## src/rtl/stepcore_pkg.sv

```systemverilog
package stepcore_pkg;

    localparam int DATA_W = 16;
    localparam int ADDR_W = DATA_W - 1;
    localparam int ALU_CTL_W = 6;

    typedef enum logic {
        K_CONST   = 1'b0,
        K_COMPUTE = 1'b1
    } kind_e;

    typedef struct packed {
        logic zx;
        logic nx;
        logic zy;
        logic ny;
        logic add;
        logic inv;
    } alu_ctl_t;

    typedef struct packed {
        logic to_a;
        logic to_d;
        logic to_mem;
    } dest_t;

    typedef struct packed {
        logic on_neg;
        logic on_zero;
        logic on_pos;
    } cond_t;

    typedef struct packed {
        kind_e               kind;
        logic                y_from_mem;
        alu_ctl_t            alu;
        dest_t               dst;
        cond_t               cond;
        logic [ADDR_W-1:0]   imm;
    } ctl_t;

    function automatic logic cond_met(cond_t c, logic zr, logic ng);
        return (c.on_neg & ng) | (c.on_zero & zr) | (c.on_pos & ~ng & ~zr);
    endfunction

endpackage

```

## src/rtl/stepcore_decode.sv

```systemverilog
module stepcore_decode
    import stepcore_pkg::*;
(
    input  logic [DATA_W-1:0] instr,
    output ctl_t              ctl
);

    logic is_c;

    assign is_c = instr[DATA_W-1];

    always_comb begin
        ctl.kind       = kind_e'(is_c);
        ctl.y_from_mem = instr[12];
        ctl.alu        = alu_ctl_t'(instr[11:6]);
        // A constant word must not enable any destination or branch.
        ctl.dst        = is_c ? dest_t'(instr[5:3]) : '0;
        ctl.cond       = is_c ? cond_t'(instr[2:0]) : '0;
        ctl.imm        = instr[ADDR_W-1:0];
    end

endmodule

```

## src/rtl/stepcore_alu.sv

```systemverilog
module stepcore_alu
    import stepcore_pkg::*;
(
    input  logic [DATA_W-1:0] x,
    input  logic [DATA_W-1:0] y,
    input  alu_ctl_t          op,
    output logic [DATA_W-1:0] res,
    output logic              zr,
    output logic              ng
);

    logic [DATA_W-1:0] xs, ys, raw;

    always_comb begin
        xs  = op.zx ? '0 : x;
        xs  = op.nx ? ~xs : xs;
        ys  = op.zy ? '0 : y;
        ys  = op.ny ? ~ys : ys;
        raw = op.add ? (xs + ys) : (xs & ys);
        res = op.inv ? ~raw : raw;
    end

    assign zr = (res == '0);
    assign ng = res[DATA_W-1];

endmodule

```

## src/rtl/stepcore_state.sv

```systemverilog
module stepcore_state
    import stepcore_pkg::*;
(
    input  logic              clk,
    input  logic              rst,
    input  logic              a_en,
    input  logic [DATA_W-1:0] a_nxt,
    input  logic              d_en,
    input  logic [DATA_W-1:0] d_nxt,
    input  logic [ADDR_W-1:0] pc_nxt,
    output logic [DATA_W-1:0] a_q,
    output logic [DATA_W-1:0] d_q,
    output logic [ADDR_W-1:0] pc_q
);

    always_ff @(posedge clk) begin
        if (rst) begin
            a_q  <= '0;
            d_q  <= '0;
            pc_q <= '0;
        end else begin
            if (a_en) a_q <= a_nxt;
            if (d_en) d_q <= d_nxt;
            pc_q <= pc_nxt;
        end
    end

endmodule

```

## src/rtl/stepcore.sv

```systemverilog
module stepcore
    import stepcore_pkg::*;
(
    input  logic              clk,
    input  logic              rst,
    output logic [ADDR_W-1:0] imem_addr,
    input  logic [DATA_W-1:0] imem_data,
    output logic [ADDR_W-1:0] dmem_addr,
    output logic [DATA_W-1:0] dmem_wdata,
    output logic              dmem_we,
    input  logic [DATA_W-1:0] dmem_rdata
);

    ctl_t              ctl;
    logic [DATA_W-1:0] a_q, d_q, pc_ext;
    logic [ADDR_W-1:0] pc_q, pc_nxt;
    logic [DATA_W-1:0] y_op, alu_res, a_nxt;
    logic              zr, ng, is_c, take;

    stepcore_decode u_dec (
        .instr (imem_data),
        .ctl   (ctl)
    );

    assign is_c = (ctl.kind == K_COMPUTE);
    assign y_op = ctl.y_from_mem ? dmem_rdata : a_q;

    stepcore_alu u_alu (
        .x   (d_q),
        .y   (y_op),
        .op  (ctl.alu),
        .res (alu_res),
        .zr  (zr),
        .ng  (ng)
    );

    assign a_nxt  = is_c ? alu_res : DATA_W'(ctl.imm);
    assign take   = cond_met(ctl.cond, zr, ng);
    assign pc_ext = DATA_W'(pc_q) + DATA_W'(1);
    assign pc_nxt = take ? a_q[ADDR_W-1:0] : pc_ext[ADDR_W-1:0];

    stepcore_state u_state (
        .clk    (clk),
        .rst    (rst),
        .a_en   (~is_c | ctl.dst.to_a),
        .a_nxt  (a_nxt),
        .d_en   (ctl.dst.to_d),
        .d_nxt  (alu_res),
        .pc_nxt (pc_nxt),
        .a_q    (a_q),
        .d_q    (d_q),
        .pc_q   (pc_q)
    );

    assign imem_addr  = pc_q;
    assign dmem_addr  = a_q[ADDR_W-1:0];
    assign dmem_wdata = alu_res;
    assign dmem_we    = ctl.dst.to_mem & ~rst;

endmodule

```

## config.mk

```make
export PLATFORM = sky130hd
export DESIGN_NAME = stepcore
export DESIGN_NICKNAME = d
export VERILOG_FILES = /design/src/rtl/stepcore_pkg.sv /design/src/rtl/stepcore_decode.sv /design/src/rtl/stepcore_alu.sv /design/src/rtl/stepcore_state.sv /design/src/rtl/stepcore.sv
export SDC_FILE = /design/constraint.sdc
export NUM_CORES = 1
export LEC_CHECK = 0
export ABC_AREA = 1
export CELL_PAD_IN_SITES_DETAIL_PLACEMENT = 1
export CELL_PAD_IN_SITES_GLOBAL_PLACEMENT = 1
export CORE_AREA = 4 4 131 101
export DETAILED_ROUTE_END_ITERATION = 12
export DIE_AREA = 0 0 135 105
export PLACE_DENSITY_LB_ADDON = 0.12
export SLEW_MARGIN = 20
export SYNTH_ARGS = -nofsm -noshare
export SYNTH_HDL_FRONTEND = slang
export SYNTH_SLANG_ARGS = --single-unit
```

## constraint.sdc

```tcl
create_clock -name clk -period 6.86 [get_ports clk]
set_input_delay 1.029 -clock clk [delete_from_list [all_inputs] [get_ports clk]]
set_output_delay 1.029 -clock clk [all_outputs]
set_load 0.01 [all_outputs]
```

== Yosys cells after proc, flatten, opt, wreduce, memory -nomap -nowiden ==
Cells that the tools add are included.

* Input port bits: 34
* Logic and storage cells: 33
* Output and inout bits: 47
* Flip-flop bits (word level): 47

* Reductions and logical operators: 1
* Add/sub/neg operators: 2
* Bitwise logic cells: 16
* Multiplexer cells: 11

{| class="wikitable"
|+ Operators by type and width
! cell !! number
|-
| 2-to-1 mux 16 bit || 8
|-
| inverter 16 bit || 3
|-
| adder 16 bit || 1
|-
| bitwise AND 16 bit || 1
|-
| zero test 16 bit || 1
|-
| adder 15 x 1 -> 15 bit (second input constant) || 1
|-
| 2-to-1 mux 15 bit || 1
|-
| 2-to-1 mux 3 bit || 2
|-
| bitwise AND 1 bit || 5
|-
| inverter 1 bit || 4
|-
| OR 1 bit || 3
|}

== Longest topological paths before layout ==
Gate-level depths: netlist of run 1.

* Word-level depth: 13
* Depth in mapped cells: 26

== Cells and area by module ==
A second synthesis of run 1 with hierarchy kept.

* Cell total of the unflattened synthesis: 882
* Area total of the unflattened synthesis: 5237.5 µm²

{| class="wikitable"
|+ By module, submodules not included
! module !! cells an instance !! times used !! area each (µm²)
|-
| stepcore_alu || 433 || 1 || 2220.9
|-
| stepcore_state || 249 || 1 || 1825.5
|-
| stepcore || 165 || 1 || 973.4
|-
| stepcore_decode || 35 || 1 || 217.7
|}

== Worst setup path after synthesis of run 1 ==
No wires, ideal clock.

* Path kind: in2out
* Start point: input imem_data[10]
* End point: output dmem_wdata[10]
* Data arrival time: 3.453 ns
* Path buffers: 2
* Slack: 2.378 ns
* Stages on the path: 17
* Path through: clkbuf_1 -> clkbuf_1 -> xor2_1 -> inv_1 -> ha_1 -> fa_1 -> nand2_2 -> nand2_1 -> nand3_1 -> nand2_2 -> nand2_1 -> nand2_1 -> nand2_1 -> nand3_1 -> nand3_1 -> nand2_1 -> inv_1

* Longest elaborated chain between the ends: 5

{| class="wikitable"
|+ Ends and longest elaborated chain
! item !! RTL line !! source
|-
| from (decl) || stepcore.sv:7 || <nowiki>input logic [DATA_W-1:0] imem_data,</nowiki>
|-
| 2-to-1 mux 16 bit * || stepcore_alu.sv:16 || <nowiki>xs = op.nx ? ~xs : xs;</nowiki>
|-
| adder 16 bit / bitwise AND 16 bit (equally long branches) || stepcore_alu.sv:19 || <nowiki>raw = op.add ? (xs + ys) : (xs & ys);</nowiki>
|-
| 2-to-1 mux 16 bit * || stepcore_alu.sv:19 ||
|-
| inverter 16 bit || stepcore_alu.sv:20 || <nowiki>res = op.inv ? ~raw : raw;</nowiki>
|-
| 2-to-1 mux 16 bit * || stepcore_alu.sv:20 ||
|-
| to (decl) || stepcore.sv:9 || <nowiki>output logic [DATA_W-1:0] dmem_wdata,</nowiki>
|}

Every way passes the cells marked *; elsewhere a longest branch is shown, timed or not.

== Final worst setup path of run 1 ==
* Start point: input imem_data[12]
* End point: output dmem_wdata[10]

* Longest elaborated chain between the ends: 8

{| class="wikitable"
|+ Ends and longest elaborated chain
! item !! RTL line !! source
|-
| 2-to-1 mux 16 bit * || stepcore.sv:26 || <nowiki>assign y_op = ctl.y_from_mem ? dmem_rdata : a_q;</nowiki>
|-
| 2-to-1 mux 16 bit * || stepcore_alu.sv:17 || <nowiki>ys = op.zy ? '0 : y;</nowiki>
|-
| inverter 16 bit || stepcore_alu.sv:18 || <nowiki>ys = op.ny ? ~ys : ys;</nowiki>
|-
| 2-to-1 mux 16 bit * || stepcore_alu.sv:18 ||
|-
| adder 16 bit / bitwise AND 16 bit (equally long branches) || stepcore_alu.sv:19 ||
|-
| 2-to-1 mux 16 bit * || stepcore_alu.sv:19 ||
|-
| inverter 16 bit || stepcore_alu.sv:20 ||
|-
| 2-to-1 mux 16 bit * || stepcore_alu.sv:20 ||
|}

Marks and branches as above.

==> results.json, run 1 <==
{
  "drcViolationCount": 0,
  "wl_met1_mm": 7.598,
  "finalMaxSlewViolations": 0,
  "final_util_pct": 46.90,
  "critPathKind": "in -> out",
  "ys_seq_elements": 47,
  "max_freq_mhz": 166.8,
  "multi_input_comb_area_um2": 2964,
  "cap_violations": 0,
  "synth.distinct_cells": 37,
  "start_kind": "primary input",
  "vias": 5114,
  "place_congestion": 0.9115,
  "syn_area_um2": 4693,
  "nFillCells": 1634,
  "p_int_uw": 733.3,
  "wl_per_cell_um": 16.68,
  "synthCells": 785,
  "antenna_found_initial": 0,
  "synth_largest_area_cell": "dfxtp_1",
  "cts_sinks": 47,
  "htreeDepth": 2,
  "clockBufferDepth": 2,
  "ioPinCount": 81,
  "synthFlopType": "dfxtp_1",
  "r2r-end": "u_state.pc_q[10]",
  "die_y_um": 105,
  "min_from": "u_state.a_q[15]",
  "worstPathMaxFanout": 31,
  "yosysMostFrequentCell": "nand2_1",
  "fp.dieW_um": 135,
  "leakage_uw": 0.002807,
  "wl_met2_mm": 7.851,
  "setup_tns_ns": 0,
  "regToRegSetupSlack_ns": 3.05,
  "p_clk_share_pct": 26.5,
  "antenna_cells": 0,
  "cp.required_ns": 5.83,
  "r2r_start": "u_state.a_q[0]",
  "pwr-share-comb_pct": 47.1,
  "track_usage_pct": 24.07,
  "avgSynthCellArea_um2": 5.979,
  "swShare_pct": 39.99,
  "synth-seq-area-share_pct": 20.05,
  "drt_first_pass_iters": 5,
  "final_cell_area_um2": 5648,
  "cts.repair.resized": 0,
  "run_status": "complete, no violations",
  "pwr-share-seq_pct": 26.4,
  "synthTopCellsByCount": "236 x nand2_1, 127 x inv_1, 62 x nand3_1",
  "ys.warnings.count": 0,
  "routed_via_density": 5.129,
  "postPlaceCellArea_um2": 5461,
  "area_growth_pct": 20.34,
  "p_switching_uw": 488.7,
  "hold_end": "u_state.a_q[15]",
  "whs_path_depth": 2,
  "regArea_um2": 940.9,
  "synth_edf_count": 0,
  "syn-num-nets": 837,
  "start_util_pct": 38.97,
  "grt_pass1_vias": 5327,
  "cts_tree": "done",
  "clk_latency_ns": 0.29,
  "finalPower_uw": 1222,
  "rows": 35,
  "finalCritPeriodShare_pct": 87.39,
  "io_buffer_count": 80,
  "numCtsBuffers": 5,
  "synthArstFlopShare_pct": 0,
  "drt_iter0_drc": 215,
  "worst_ep_arrival_time_ns": 4.97,
  "cts_setup_buffers": 0,
  "synth.top_cell.area_share_pct": 20.05,
  "drive_above_1_share_pct": 7.822,
  "met3_length_um": 872,
  "reg2reg_depth": 21,
  "core_area_um2": 12040,
  "finalSetupViolCount": 0,
  "routed_wl_mm": 16.63,
  "max_slew_margin_pct": 37.96,
  "hp-class": "reg -> reg",
  "cp-end-kind": "output port",
  "clkTransAtPathRegs_ns": 0.07,
  "period_minus_slack_ns": 5.995,
  "hold_violations": 0,
  "ant_nets": 0,
  "cts_hold_buf": 0,
  "nNetsFinal": 882,
  "fp.dieArea_um2": 14180,
  "fin_skew_ns": 0.009637,
  "hpwl_mm": 13.16,
  "top_layer_used": "met4",
  "power.density_nw_per_um2": 216.4,
  "ys_top_cells_by_area": "dfxtp_1 20%, nand2_1 19%, inv_1 10%, xor2_1 8.4%, nand3_1 6.6%",
  "root_buffer": "clkbuf_16",
  "ir_worst_vdd_mv": 0.09517,
  "grt_first_pass_wirelength_mm": 27.57,
  "grt_max_degree": 32,
  "grt_overflow": 0,
  "rsz0062_at_grt": "false",
  "tightestPinTransition_ns": 0.9249
}
[area by class of cell]
cell class / count / area share [%]
multi-input cells: 553 / 52.48
well taps: 166 / 3.677
clock inverters: 2 / 1.063
clock buffers: 6 / 2.282
inverters: 140 / 9.349
flip-flops and latches: 47 / 16.66
repair buffers: 83 / 14.49
[flip-flops by register name (all words and copies together), names as in the netlist]
| name | flops |
|---|---|
| u_state.d_q | 16 |
| u_state.a_q | 16 |
| u_state.pc_q | 15 |
[logic make-up after synthesis]
logic type,count (synthesis),synth area share [%]
adder cells (fa/ha/maj),18,4.959
AND/OR/NAND/NOR,408,39.08
buffers and inverters,185,16.85
XOR/XNOR,48,9.118
flip-flops,47,20.05
AO/OA/AOI/OAI,79,9.944
[per-stage QoR]
| stage | hold WS (ns) | setup WS (ns) | std cells |
|---|---|---|---|
| after CTS | 0.4931 | 0.9157 | 997 |
| after detailed placement | 0.4677 | 0.9237 | 989 |
| after floorplan | 0.4457 | 2.378 | 785 |
| after global routing | 0.5175 | 0.5609 | 997 |
| after global placement | 0.4704 | 1.117 | 989 |
| final | 0.4922 | 0.8653 | 997 |
[worst max-delay path by stage]
stage / startpoint / endpoint / slack [ns]
6_report: imem_data[12] / dmem_wdata[10] / 0.87
5_1_grt: imem_data[12] / dmem_wdata[15] / 0.56
4_1_cts: imem_data[12] / dmem_wdata[10] / 0.92
3_5_place_dp: imem_data[12] / dmem_wdata[10] / 0.92
3_3_place_gp: imem_data[12] / dmem_wdata[14] / 1.12
2_1_floorplan: imem_data[10] / dmem_wdata[10] / 2.38
[power groups by stage]
stage / combinational [uW] / sequential [uW] / clock (uW)
2_1_floorplan: 381 / 328 / 0
3_3_place_gp: 554 / 326 / 0
3_5_place_dp: 575 / 328 / 0
4_1_cts: 581 / 322 / 328
5_1_grt: 647 / 326 / 341
6_report: 576 / 322 / 324
[worst max-delay path, stage by stage]
cell             delay (ns)
clkdlybuf4s50_1        0.47
inv_1                  0.67
o21ai_0                0.27
xor2_1                 0.20
ha_1                   0.28
fa_1                   0.43
nand2_2                0.12
nand2_1                0.07
nand3_1                0.09
nand2_2                0.09
nand2_1                0.11
nand2_1                0.09
nand2_1                0.07
nand3_1                0.06
nand3_1                0.10
nand2_1                0.13
inv_1                  0.11
clkdlybuf4s50_1        0.55
[per-layer routing]
| layer | track usage (%) | vias to the layer above |
|---|---|---|
| met5 | 0 | - |
| met4 | 5.612 | 0 |
| met3 | 3.898 | 22 |
| met2 | 41.22 | 132 |
| met1 | 31.69 | 2452 |
| li1 | - | 2508 |
[cell usage in the layout, fill, tap and decap left out, types with 5 or more instances in the layout]
cell type,instances
o21ai_0,24
dfxtp_1,47
a31oi_1,14
nor2_1,50
nand2_2,19
nand3_2,8
a21oi_1,25
clkdlybuf4s50_1,79
inv_2,11
nand2_1,236
ha_1,17
xor2_1,45
nand3_1,62
nand4_1,14
o211ai_1,14
clkbuf_16,5
inv_1,127
Note: power is estimated with default switching activity, not from simulation.
==> run 2, diff against run 1 <==
- CORE_AREA: 4 4 131 101 -> 2 2 129 99
- DIE_AREA: 0 0 135 105 -> 0 0 131 101
==> run 2 against run 1 <==
Effect of this change: clock power fell by 19%; die area fell by 6.7%; maximum frequency rose by 0.60%; cell count did not move; total power fell by 5.1%; sequential power barely moved; non-clock buffer count did not move; flip-flop and latch count did not move; routed wire length fell by 1.9%; worst setup slack improved by 0.036 ns; register-to-register slack improved by 0.07 ns; via count fell by 2.4%.
==> results.json, run 2 (synthesis gave the netlist of run 1 again) <==
{
  "hpwl_mm": 12.92,
  "regArea_um2": 940.9,
  "die_y_um": 101,
  "regToRegSetupSlack_ns": 3.12,
  "drcViolationCount": 0,
  "finalMaxSlewViolations": 0,
  "cp_slowest_cell": "inv_1",
  "r2r-end": "u_state.pc_q[10]",
  "fin_skew_ns": 0.01234,
  "rsz0062_at_grt": "false",
  "cts_tree": "done",
  "clk_latency_ns": 0.30,
  "leakage_uw": 0.002789,
  "finalCritPeriodShare_pct": 86.86,
  "worstPathMaxFanout": 31,
  "cp-startpoint": "imem_data[12]",
  "tightestPinTransition_ns": 1.198,
  "critPathKind": "in -> out",
  "hold_violations": 0,
  "drt_first_pass_iters": 4,
  "power.density_nw_per_um2": 206.5,
  "ir_worst_vdd_mv": 0.09677,
  "run_status": "complete, no violations",
  "ioPinCount": 81,
  "max_stage_delay_ns": 0.64,
  "antenna_found_initial": 0,
  "cap_violations": 0,
  "finalSetupViolCount": 0,
  "period_minus_slack_ns": 5.959,
  "antenna_cells": 0,
  "clkTransAtPathRegs_ns": 0.07,
  "place_congestion": 0.8949,
  "routed_via_density": 5.007,
  "worst_ep_arrival_time_ns": 4.93,
  "reg2reg_depth": 22,
  "r2r_start": "u_state.a_q[0]",
  "start_kind": "primary input",
  "grt_max_degree": 32,
  "nFillCells": 1661,
  "crit_cells": 18,
  "ant_nets": 0,
  "routed_wl_mm": 16.31,
  "cp_num_buf_inv": 4,
  "clockBufferDepth": 2,
  "final_common_cell": "nand2_1",
  "fp.dieW_um": 131,
  "path_common_cell": "nand2_2",
  "grt_first_pass_wirelength_mm": 25.84,
  "fp.dieArea_um2": 13230,
  "max_freq_mhz": 167.8,
  "cp-end-kind": "output port",
  "cts_hold_buf": 0,
  "crit_family": "buffers and inverters",
  "root_buffer": "clkbuf_16",
  "fin_cells": 997,
  "numCtsBuffers": 5,
  "rows": 35,
  "worstPathCellList": "clkdlybuf4s50_1, inv_1, o21ai_0, xor2_1, ha_1, fa_1, nand2_2, nand2_1, nand3_1, nand2_2, nand2_2, nand2_2, nand2_1, nand3_1, nand3_1, nand2_1, inv_1, clkdlybuf4s50_1",
  "placed_cells": 989,
  "cts_sinks": 47,
  "nNetsFinal": 882,
  "grt_overflow": 0,
  "htreeDepth": 2,
  "final_cell_mix": "236 x nand2_1, 127 x inv_1, 80 x clkdlybuf4s50_1, 62 x nand3_1, 51 x nor2_1",
  "top_regs": "u_state.a_q: 16 flops, u_state.d_q: 16 flops, u_state.pc_q: 15 flops",
  "vias": 4992,
  "grt_pass1_vias": 4991,
  "track_usage_pct": 25.23,
  "area_growth_pct": 19.67,
  "cp.required_ns": 5.83,
  "io_buffer_count": 80,
  "core_area_um2": 12040,
  "setup_tns_ns": 0,
  "drt_iter0_drc": 214,
  "max_slew_margin_pct": 19.86,
  "drive_above_1_share_pct": 7.702,
  "multi_input_comb_area_um2": 2962,
  "final_util_pct": 46.64,
  "start_util_pct": 38.97,
  "cts_setup_buffers": 0,
  "timing.hold.ws_ns": 0.4968,
  "cts.repair.resized": 0,
  "hp-class": "reg -> reg",
  "wl_per_cell_um": 16.36,
  "cp-endpoint": "dmem_wdata[14]"
}
-- run 2: cell type report --
cell class / count / share of cell area, %
timing repair buffer: 83 / 14.66
clock buffer: 6 / 2.473
tap: 166 / 3.698
sequential: 47 / 16.75
clock inverter: 2 / 0.2896
multi-input combinational: 553 / 52.73
inverter: 140 / 9.401
-- run 2: layer usage --
layer	GRT usage [%]	share of wire (%)	vias up
li1	-	-	2506
met1	33.69	47	2373
met2	43.56	48	100
met3	3.503	4.2	13
met4	4.828	1.4	0
met5	0	0	-
-- run 2: metrics by stage --
step / power [uW] / setup WS (ns) / area [um2]
floorplan: 708.3 / 2.378 / 4693
global placement: 879.2 / 1.108 / 5461
detailed placement: 900.8 / 0.8966 / 5461
CTS: 1166 / 0.8730 / 5617
global route: 1245 / 0.5388 / 5617
finish: 1160 / 0.9011 / 5617
-- run 2: how the worst min path moves through the flow --
stage | start | end | slack, ns | cells after the start
6_report | u_state.a_q[15] | u_state.a_q[15] | 0.50 | 2
5_1_grt | u_state.d_q[12] | u_state.d_q[12] | 0.53 | 2
4_1_cts | u_state.d_q[15] | u_state.d_q[15] | 0.50 | 2
3_5_place_dp | u_state.a_q[15] | u_state.a_q[15] | 0.47 | 2
3_3_place_gp | u_state.a_q[15] | u_state.a_q[15] | 0.47 | 2
2_1_floorplan | u_state.a_q[15] | u_state.a_q[15] | 0.45 | 2
-- run 2: worst reg2reg max path: cells and delay by family, from the launching register on --
kind / cells / cell delay (ns)
buf+inv: 1 / 0.09
compound gates: 2 / 0.25
xor+xnor: 1 / 0.19
simple gates: 16 / 2.02
fa+ha+maj: 2 / 0.69
flops: 1 / 0.36
-- run 2: power by group --
| part | leakage [uW] | switching (uW) | internal, uW |
|---|---|---|---|
| Combinational | 0.00233 | 350 | 225 |
| Clock | 0.0000731 | 117 | 146 |
| Sequential | 0.000388 | 22.3 | 299 |
